$ cat config.mk
export PLATFORM = sky130hd
export DESIGN_NAME = twin_synth_ctrl
export DESIGN_NICKNAME = d
export VERILOG_FILES = /design/src/rtl/twin_synth_ctrl.sv
export SDC_FILE = /design/constraint.sdc
export NUM_CORES = 1
export LEC_CHECK = 0
export ABC_CLOCK_PERIOD_IN_PS = 3800
export BUFFER_PORTS_ARGS = -buffer_cell sky130_fd_sc_hd__clkbuf_2
export CORE_ASPECT_RATIO = 1.25
export CORE_MARGIN = 2
export CORE_UTILIZATION = 40
export CTS_CLUSTER_DIAMETER = 200
export CTS_CLUSTER_SIZE = 40
export DETAILED_ROUTE_END_ITERATION = 10
export GPL_ROUTABILITY_DRIVEN = 0
export PLACE_DENSITY = 0.59
export SLEW_MARGIN = 20
export SYNTH_ARGS = -nofsm -noshare
export SYNTH_HDL_FRONTEND = slang
export SYNTH_SLANG_ARGS = --single-unit
$ cat constraint.sdc
create_clock -name clk -period 3.8 [get_ports clk]
set_input_delay 0.38 -clock clk [delete_from_list [all_inputs] [get_ports clk]]
set_output_delay 0.38 -clock clk [all_outputs]
set_load 0.01 [all_outputs]
$ cat src/rtl/twin_synth_ctrl.sv
module twin_synth_ctrl #(
  parameter int RW    = 12,
  parameter int WW    = 8,
  parameter int LOCKN = 16
) (
  input  logic          clk,
  input  logic          rst_n,
  input  logic          ref_tick,
  input  logic [1:0]    fb_tick,
  input  logic [RW-1:0] cfg_rdiv1,
  input  logic [RW-1:0] cfg_rdiv2,
  input  logic          cfg_pre2,
  input  logic [1:0]    cfg_pol,
  input  logic [1:0]    cfg_tri,
  input  logic          cfg_test,
  input  logic [1:0]    cfg_lsel,
  input  logic [4:0]    cfg_port,
  input  logic [1:0]    cfg_hwpd,
  input  logic [1:0]    cfg_swon,
  input  logic [1:0]    pd_pin,
  input  logic          cfg_hicur,
  input  logic          cfg_hicur_pin_en,
  input  logic          hicur_pin,
  input  logic [WW-1:0] lock_win,
  output logic [1:0]    cp_src,
  output logic [1:0]    cp_snk,
  output logic [1:0]    lock,
  output logic [1:0]    ch_on,
  output logic          hicur1,
  output logic [4:0]    port_o
);
  localparam int GW = $clog2(LOCKN + 1);
  localparam logic [RW:0] RFULL = (RW+1)'(1) << RW;

  logic [1:0] rp_w;

  for (genvar c = 0; c < 2; c++) begin : g_ch
    logic [RW-1:0] rsel, cnt;
    logic [RW:0]   lim;
    logic          pre, rp, up, dn, lk;
    logic          qual, nu, nd, evt, good;
    logic [WW-1:0] wcnt;
    logic [WW:0]   wid;
    logic [GW-1:0] gcnt;

    assign ch_on[c] = cfg_swon[c] & (~cfg_hwpd[c] | pd_pin[c]);
    assign rsel = (c == 0) ? cfg_rdiv1 : cfg_rdiv2;
    assign lim  = (rsel == '0) ? RFULL : {1'b0, rsel};
    assign qual = ref_tick & (~cfg_pre2 | pre);
    assign nu   = up | rp;
    assign nd   = dn | fb_tick[c];
    assign evt  = nu & nd;
    assign wid  = {1'b0, wcnt} + (WW+1)'(up | dn);
    assign good = wid < {1'b0, lock_win};

    always_ff @(posedge clk or negedge rst_n) begin
      if (!rst_n) begin
        pre <= 1'b0; cnt <= '0; rp <= 1'b0; up <= 1'b0; dn <= 1'b0;
        wcnt <= '0; gcnt <= '0; lk <= 1'b0;
      end else if (!ch_on[c]) begin
        pre <= 1'b0; cnt <= '0; rp <= 1'b0; up <= 1'b0; dn <= 1'b0;
        wcnt <= '0; gcnt <= '0; lk <= 1'b0;
      end else begin
        pre <= cfg_pre2 & (pre ^ ref_tick);
        if (qual) begin
          if ({1'b0, cnt} == lim - (RW+1)'(1)) begin
            cnt <= '0;
            rp  <= 1'b1;
          end else begin
            cnt <= cnt + RW'(1);
            rp  <= 1'b0;
          end
        end else begin
          rp <= 1'b0;
        end
        up <= nu & ~evt;
        dn <= nd & ~evt;
        if (evt) wcnt <= '0;
        else if ((up | dn) && wcnt != '1) wcnt <= wcnt + WW'(1);
        if (evt) begin
          if (good) begin
            if (gcnt != GW'(LOCKN)) gcnt <= gcnt + GW'(1);
            if (gcnt == GW'(LOCKN - 1)) lk <= 1'b1;
          end else begin
            gcnt <= '0;
            lk   <= 1'b0;
          end
        end
      end
    end

    assign rp_w[c]   = rp;
    assign cp_src[c] = ch_on[c] & ~cfg_tri[c] & (cfg_pol[c] ? dn : up);
    assign cp_snk[c] = ch_on[c] & ~cfg_tri[c] & (cfg_pol[c] ? up : dn);
    assign lock[c]   = ch_on[c] & lk;

    a_r4_excl: assert property (@(posedge clk) disable iff (!rst_n)
      !(cp_src[c] && cp_snk[c]));
    a_r5_tristate: assert property (@(posedge clk) disable iff (!rst_n)
      cfg_tri[c] |-> !(cp_src[c] || cp_snk[c]));
    a_r3_clear: assert property (@(posedge clk) disable iff (!rst_n)
      (ch_on[c] && evt) |=> !(up || dn));
    a_r6_off: assert property (@(posedge clk) disable iff (!rst_n)
      !ch_on[c] |=> (!lk && !rp && !up && !dn));
    a_r7_drop: assert property (@(posedge clk) disable iff (!rst_n)
      (ch_on[c] && evt && !good) |=> !lk);
  end

  logic lock_mux, pin2;

  always_comb begin
    case (cfg_lsel)
      2'b00:   lock_mux = cfg_port[2];
      2'b01:   lock_mux = lock[1];
      2'b10:   lock_mux = lock[0];
      default: lock_mux = lock[0] | lock[1];
    endcase
    if (cfg_test && cfg_lsel == 2'b10)
      pin2 = cfg_pol[0] ? rp_w[0] : fb_tick[0];
    else if (cfg_test && cfg_lsel == 2'b01)
      pin2 = cfg_pol[1] ? rp_w[1] : fb_tick[1];
    else
      pin2 = lock_mux;
  end

  assign hicur1 = cfg_hicur & (~cfg_hicur_pin_en | hicur_pin);
  assign port_o = {cfg_hwpd[1] | cfg_port[4], cfg_port[3], pin2,
                   cfg_hwpd[0] | cfg_port[1], cfg_hicur_pin_en | cfg_port[0]};

  a_r10_gate: assert property (@(posedge clk) disable iff (!rst_n)
    (cfg_hicur_pin_en && !hicur_pin) |-> !hicur1);
  a_r11_release: assert property (@(posedge clk) disable iff (!rst_n)
    cfg_hwpd[0] |-> port_o[1]);
endmodule

Word level (Yosys, flattened, before mapping)
Index checks and enable logic that the tools add are counted.
{"block": "word_totals", "reg_bits": 60, "inputBits": 59, "out_inout_bits": 14, "word_cells": 158}
{"block": "classes", "n_eq_ne": 20, "n_lt_le_gt_ge": 2, "reduce_logical": 11, "muxes": 51, "bitwise": 48, "n_addsub": 10}
{"operator": "12-bit two-way mux", "count": 6}
{"operator": "8-bit two-way mux", "count": 6}
{"operator": "5-bit two-way mux", "count": 8}
{"operator": "1-bit two-way mux", "count": 28}
{"operator": "12-bit by 13-bit equality test with 1-bit output", "count": 2}
{"operator": "13-bit two-way mux", "count": 2}
{"operator": "13-bit by 1-bit subtractor with 13-bit output, second input constant", "count": 2}
{"operator": "12-bit by 1-bit adder with 12-bit output, second input constant", "count": 2}
{"operator": "12-bit logical NOT", "count": 2}
{"operator": "1-bit AND", "count": 21}
{"operator": "8-bit by 1-bit adder with 9-bit output", "count": 2}
{"operator": "9-bit by 8-bit less-than comparator with 1-bit output", "count": 2}
{"operator": "1-bit OR", "count": 17}
{"operator": "8-bit by 1-bit adder with 8-bit output, second input constant", "count": 2}
{"operator": "8-bit inequality test, second input constant", "count": 2}
{"operator": "3-bit by 2-bit inequality test with 1-bit output, second input constant", "count": 4}
{"operator": "5-bit by 1-bit adder with 5-bit output, second input constant", "count": 2}
{"operator": "5-bit by 4-bit equality test with 1-bit output, second input constant", "count": 2}
{"operator": "5-bit inequality test, second input constant", "count": 2}
{"operator": "2-bit by 1-bit inequality test with 1-bit output, second input constant", "count": 4}
{"operator": "1-bit inverter", "count": 8}
{"operator": "2-bit AND reduction", "count": 4}
{"operator": "3-bit by 1-bit inequality test with 1-bit output, second input constant", "count": 2}
{"operator": "1-bit logical AND", "count": 4}
{"operator": "other kinds (5)", "count": 6}

Logic depth before layout (Yosys ltp)
{"block": "logic_depth", "word_depth": 8, "ltp_mapped": 12, "depth_no_buf": 12}

Worst setup path after synthesis
No wires, ideal clock.
{"block": "synth_timing", "kind": "register -> register", "from": "register g_ch[0].dn", "to": "register g_ch[0].gcnt[3]", "t_arrival_ns": 2.724, "setup_ns": 0.116, "slack_ns": 0.961, "synth_period_minus_slack_ns": 2.839, "path_stages_with_launch": 11, "required_time_ns": 3.684, "n_path_buf": 0, "cell_sequence": "dfrtp_1 or2_2 ha_1 ha_1 ha_1 a21o_1 a21o_1 a211o_1 a21oi_1 o21ai_0 o311ai_0"}
{"block": "synth_between", "elab_chain_len": 6, "elab_cells_between_ends": 11, "classes_between": "add/sub: 1; order compare: 1; eq/ne: 2; mux: 3; bitwise: 3; reduce/logical: 1"}
{"item": "start: declaration", "line": "40", "rtl": "logic pre, rp, up, dn, lk;"}
{"item": "start signal: assignment", "line": "77", "rtl": "dn <= nd & ~evt;"}
{"item": "1-bit OR", "line": "53", "rtl": "assign wid = {1'b0, wcnt} + (WW+1)'(up | dn);"}
{"item": "8-bit by 1-bit adder with 9-bit output", "line": "53"}
{"item": "9-bit by 8-bit less-than comparator with 1-bit output", "line": "54", "rtl": "assign good = wid < {1'b0, lock_win};"}
{"item": "5-bit two-way mux", "line": "81", "rtl": "if (good) begin"}
{"item": "5-bit two-way mux", "line": "80", "rtl": "if (evt) begin"}
{"item": "5-bit two-way mux", "line": "60", "rtl": "end else if (!ch_on[c]) begin"}
{"item": "end signal: assignment", "line": "82", "rtl": "if (gcnt != GW'(LOCKN)) gcnt <= gcnt + GW'(1);"}
{"item": "end: declaration", "line": "44", "rtl": "logic [GW-1:0] gcnt;"}
Parallel ways exist; a longest one is shown, timed or not. The select of a mux whose other input is x is not followed.
A chain may end at the register's enable or synchronous reset.

Worst setup path in the final report
Ends and elaborated chain as after synthesis.

==> results.yml <==
status:
  status: "completed"
synth:
  synth_area_leaders: "dfrtp_1 (31%), ha_1 (8.2%), xnor2_1 (5.9%)"
  netlist_area_sq_um: 4860
  yosys_warnings: 0
  syn_avg_cell_area_sq_um: 8.37
  syn-num-nets: 672
  yosys-top-cells-count: "dfrtp_1 (60), nand2_1 (56), nor2_1 (53)"
  syn_inst: 581
  synth_async_sr_flop_share_pct: 100
  synth_area_leader_cell: "dfrtp_1"
  ys_dominant_reg_cell: "dfrtp_1"
  ys_types: 63
  ys_seq_elements: 60
  synth_edf_count: 0
  ys_seq_area_share_pct: 30.9
  synth_top_area_share_pct: 30.9
  yosys.cell_count.top_type: "dfrtp_1"
worst_setup_path:
  cp_slowest_cell: "dfrtp_1"
  cp-end-kind: "flip-flop"
  criticalPathCategory: "reg2reg"
  startpoint_type: "flip-flop"
  crit_required_ns: 4.01
  cp_max_fo: 5
  critical-path-top-delay-family: "compound AO/OA/AOI/OAI gates"
  path_buf_inv: 0
  crit_top_cell: "ha_1"
  slowest_delay_ns: 0.41
  cp_data_arrival_time_ns: 3.30
  crit_chain: "or2_2, ha_1, ha_1, ha_1, a21o_1, a21o_1, a211o_1, a21oi_1, o21ai_0, o311ai_0"
timing:
  worstMarginPinSlew_ns: 0.843
  max_freq_mhz: 324
  report.final.setup_viol: 0
  slew_viol_final: 0
  min_period_ns: 3.08
  period_share_pct: 81.2
  maxSlewHeadroom_pct: 43.2
  setup_tns_ns: 0
  timing.hold.ws_ns: 0.122
  grt_setup_unrepaired: "no"
  hold_viol_final: 0
  skew_ns: 0.00780
floorplan:
  rows: 45
  start_util_pct: 40.6
  die-height_microns: 127
  core_area_sq_um: 12000
  chipWidth_microns: 103
  die_area_sq_um: 13100
  ioPinCount: 73
finish:
  area_growth_syn_to_layout_pct: 17.7
  antennaDiodeCount: 0
  drive_above_1_share_pct: 16.5
  final_nets: 740
  multi_input_comb_area_sq_um: 3160
  seqCellArea_sq_um: 1500
  n_fill_cell: 1186
cts:
  cts_buffers: 9
  cts.sinks: 60
  cts_setup_buffers: 0
  cts_tree: "done"
  cts_buffer_depth: 2
  cts-root-buf: "clkbuf_16"
  cts.clk_slew.worst_paths_ns: 0.05
  clk_latency_ns: 0.33
  cts-htree-levels: 3
  hold_buffers: 0
  cts_resized: 0
place:
  dp_hpwl_microns: 8890
  port_buffers: 70
routing:
  via_per_inst: 5.49
  routedWlPerCell_microns: 14.1
  drt_first_iter_violations: 153
  vias: 4482
  drtPass1Iterations: 4
  wl_microns: 11500
  drc_errors: 0
  ant_nets: 0
grt:
  antenna_found_initial: 0
  grt_max_degree: 34
  grt_overflow: 0
  grt_pass1_vias: 4255
  grt_pass1_wl_microns: 19500
  gr-usage-all-layers_pct: 18.5
power_and_ir_drop:
  p_leak_nw: 2.59
  ir_drop_v: 0.000214
  powerDensity_nw_per_um2: 322
hold_path:
  hp-class: "in2async"
job:
  timing.max_cap.violations: 0
==> per-layer routing <==
| metal | track usage (%) | up-vias | part of all wire, % |
|---|---|---|---|
| li1 | - | 2237 | - |
| met1 | 24.2 | 2132 | 46 |
| met3 | 2.30 | 19 | 3.0 |
| met2 | 30.7 | 94 | 49 |
| met5 | 0 | - | 0 |
| met4 | 7.61 | 0 | 2.0 |
==> state kept, by name, summed over array words and instances, names as in the netlist <==
| signal | count |
|---|---|
| g_ch.cnt | 24 |
| g_ch.dn | 2 |
| g_ch.gcnt | 10 |
| g_ch.lk | 2 |
| g_ch.pre | 2 |
| g_ch.rp | 2 |
| g_ch.up | 2 |
| g_ch.wcnt | 16 |
==> power breakdown <==
part	internal (mW)	switching, mW	total, mW
Clock	0.651	0.284	0.935
Sequential	0.653	0.0156	0.668
Combinational	0.0982	0.144	0.242
Total	1.40	0.443	1.85
==> cells in the final DEF (no fill, tap or decap), drive strengths merged, types with 19 or more instances in the layout <==
cell / n
nand2: 56
a21oi: 19
o21ai: 24
xnor2: 33
dfrtp: 60
clkbuf: 80
xor2: 30
nor2: 53
nor3: 35
ha: 32
nand3: 23
inv: 32
==> kinds of logic after synthesis <==
kind of cell               after synthesis  synth area share (%)
and+or+nand+nor                        258                  27.8
DFF                                     60                  30.9
buffers and inverters                   51                  4.12
adders and majority gates               32                  8.23
muxes                                   11                  2.52
xor gates and xnor gates                63                  11.3
AOI/OAI and AO/OA                      106                  15.1
==> area by class of cell <==
type                       instances  share of cell area [%]
clock inverter                     5                    1.75
multi-input combinational        470                    55.2
timing repair buffer              76                    6.91
tap                              164                    3.59
inverter                          32                    2.10
sequential                        60                    26.2
clock buffer                      10                    4.18
==> stage by stage <==
step,std cells,util [%],instance area (sq um),worst slack (ns),total power [mW]
after floorplan,581,-,4860,0.961,0.822
after global placement,802,44.9,5380,0.805,0.915
after detailed placement,802,44.9,5380,0.721,0.922
after CTS,817,47.7,5720,0.712,1.87
after global routing,817,47.7,5720,0.466,1.93
final,817,47.7,5720,0.715,1.85
==> worst register-to-register path, stage by stage (launching register included) <==
cell      delay [ns]
dfrtp_1         0.41
or2_2           0.33
ha_1            0.20
ha_1            0.28
ha_1            0.28
a21o_1          0.16
a21o_1          0.17
a211o_1         0.29
a21oi_1         0.24
o21ai_0         0.23
o311ai_0        0.36
==> path summary, 6_finish.rpt <==
path                       slack, ns  startpoint  cells after the start              end
setup reg to reg                0.72  g_ch[0].dn                     10  g_ch[0].gcnt[3]
min in group clk                0.25  fb_tick[1]                      2       g_ch[1].up
setup / recovery                0.72  g_ch[0].dn                     10  g_ch[0].gcnt[3]
max in group asynchronous       2.76       rst_n                      2      g_ch[0].pre
hold reg to reg                 0.48  g_ch[1].rp                      1       g_ch[1].dn
hold / removal                  0.12       rst_n                      1  g_ch[0].gcnt[0]
(Power assumes the default switching activity.)
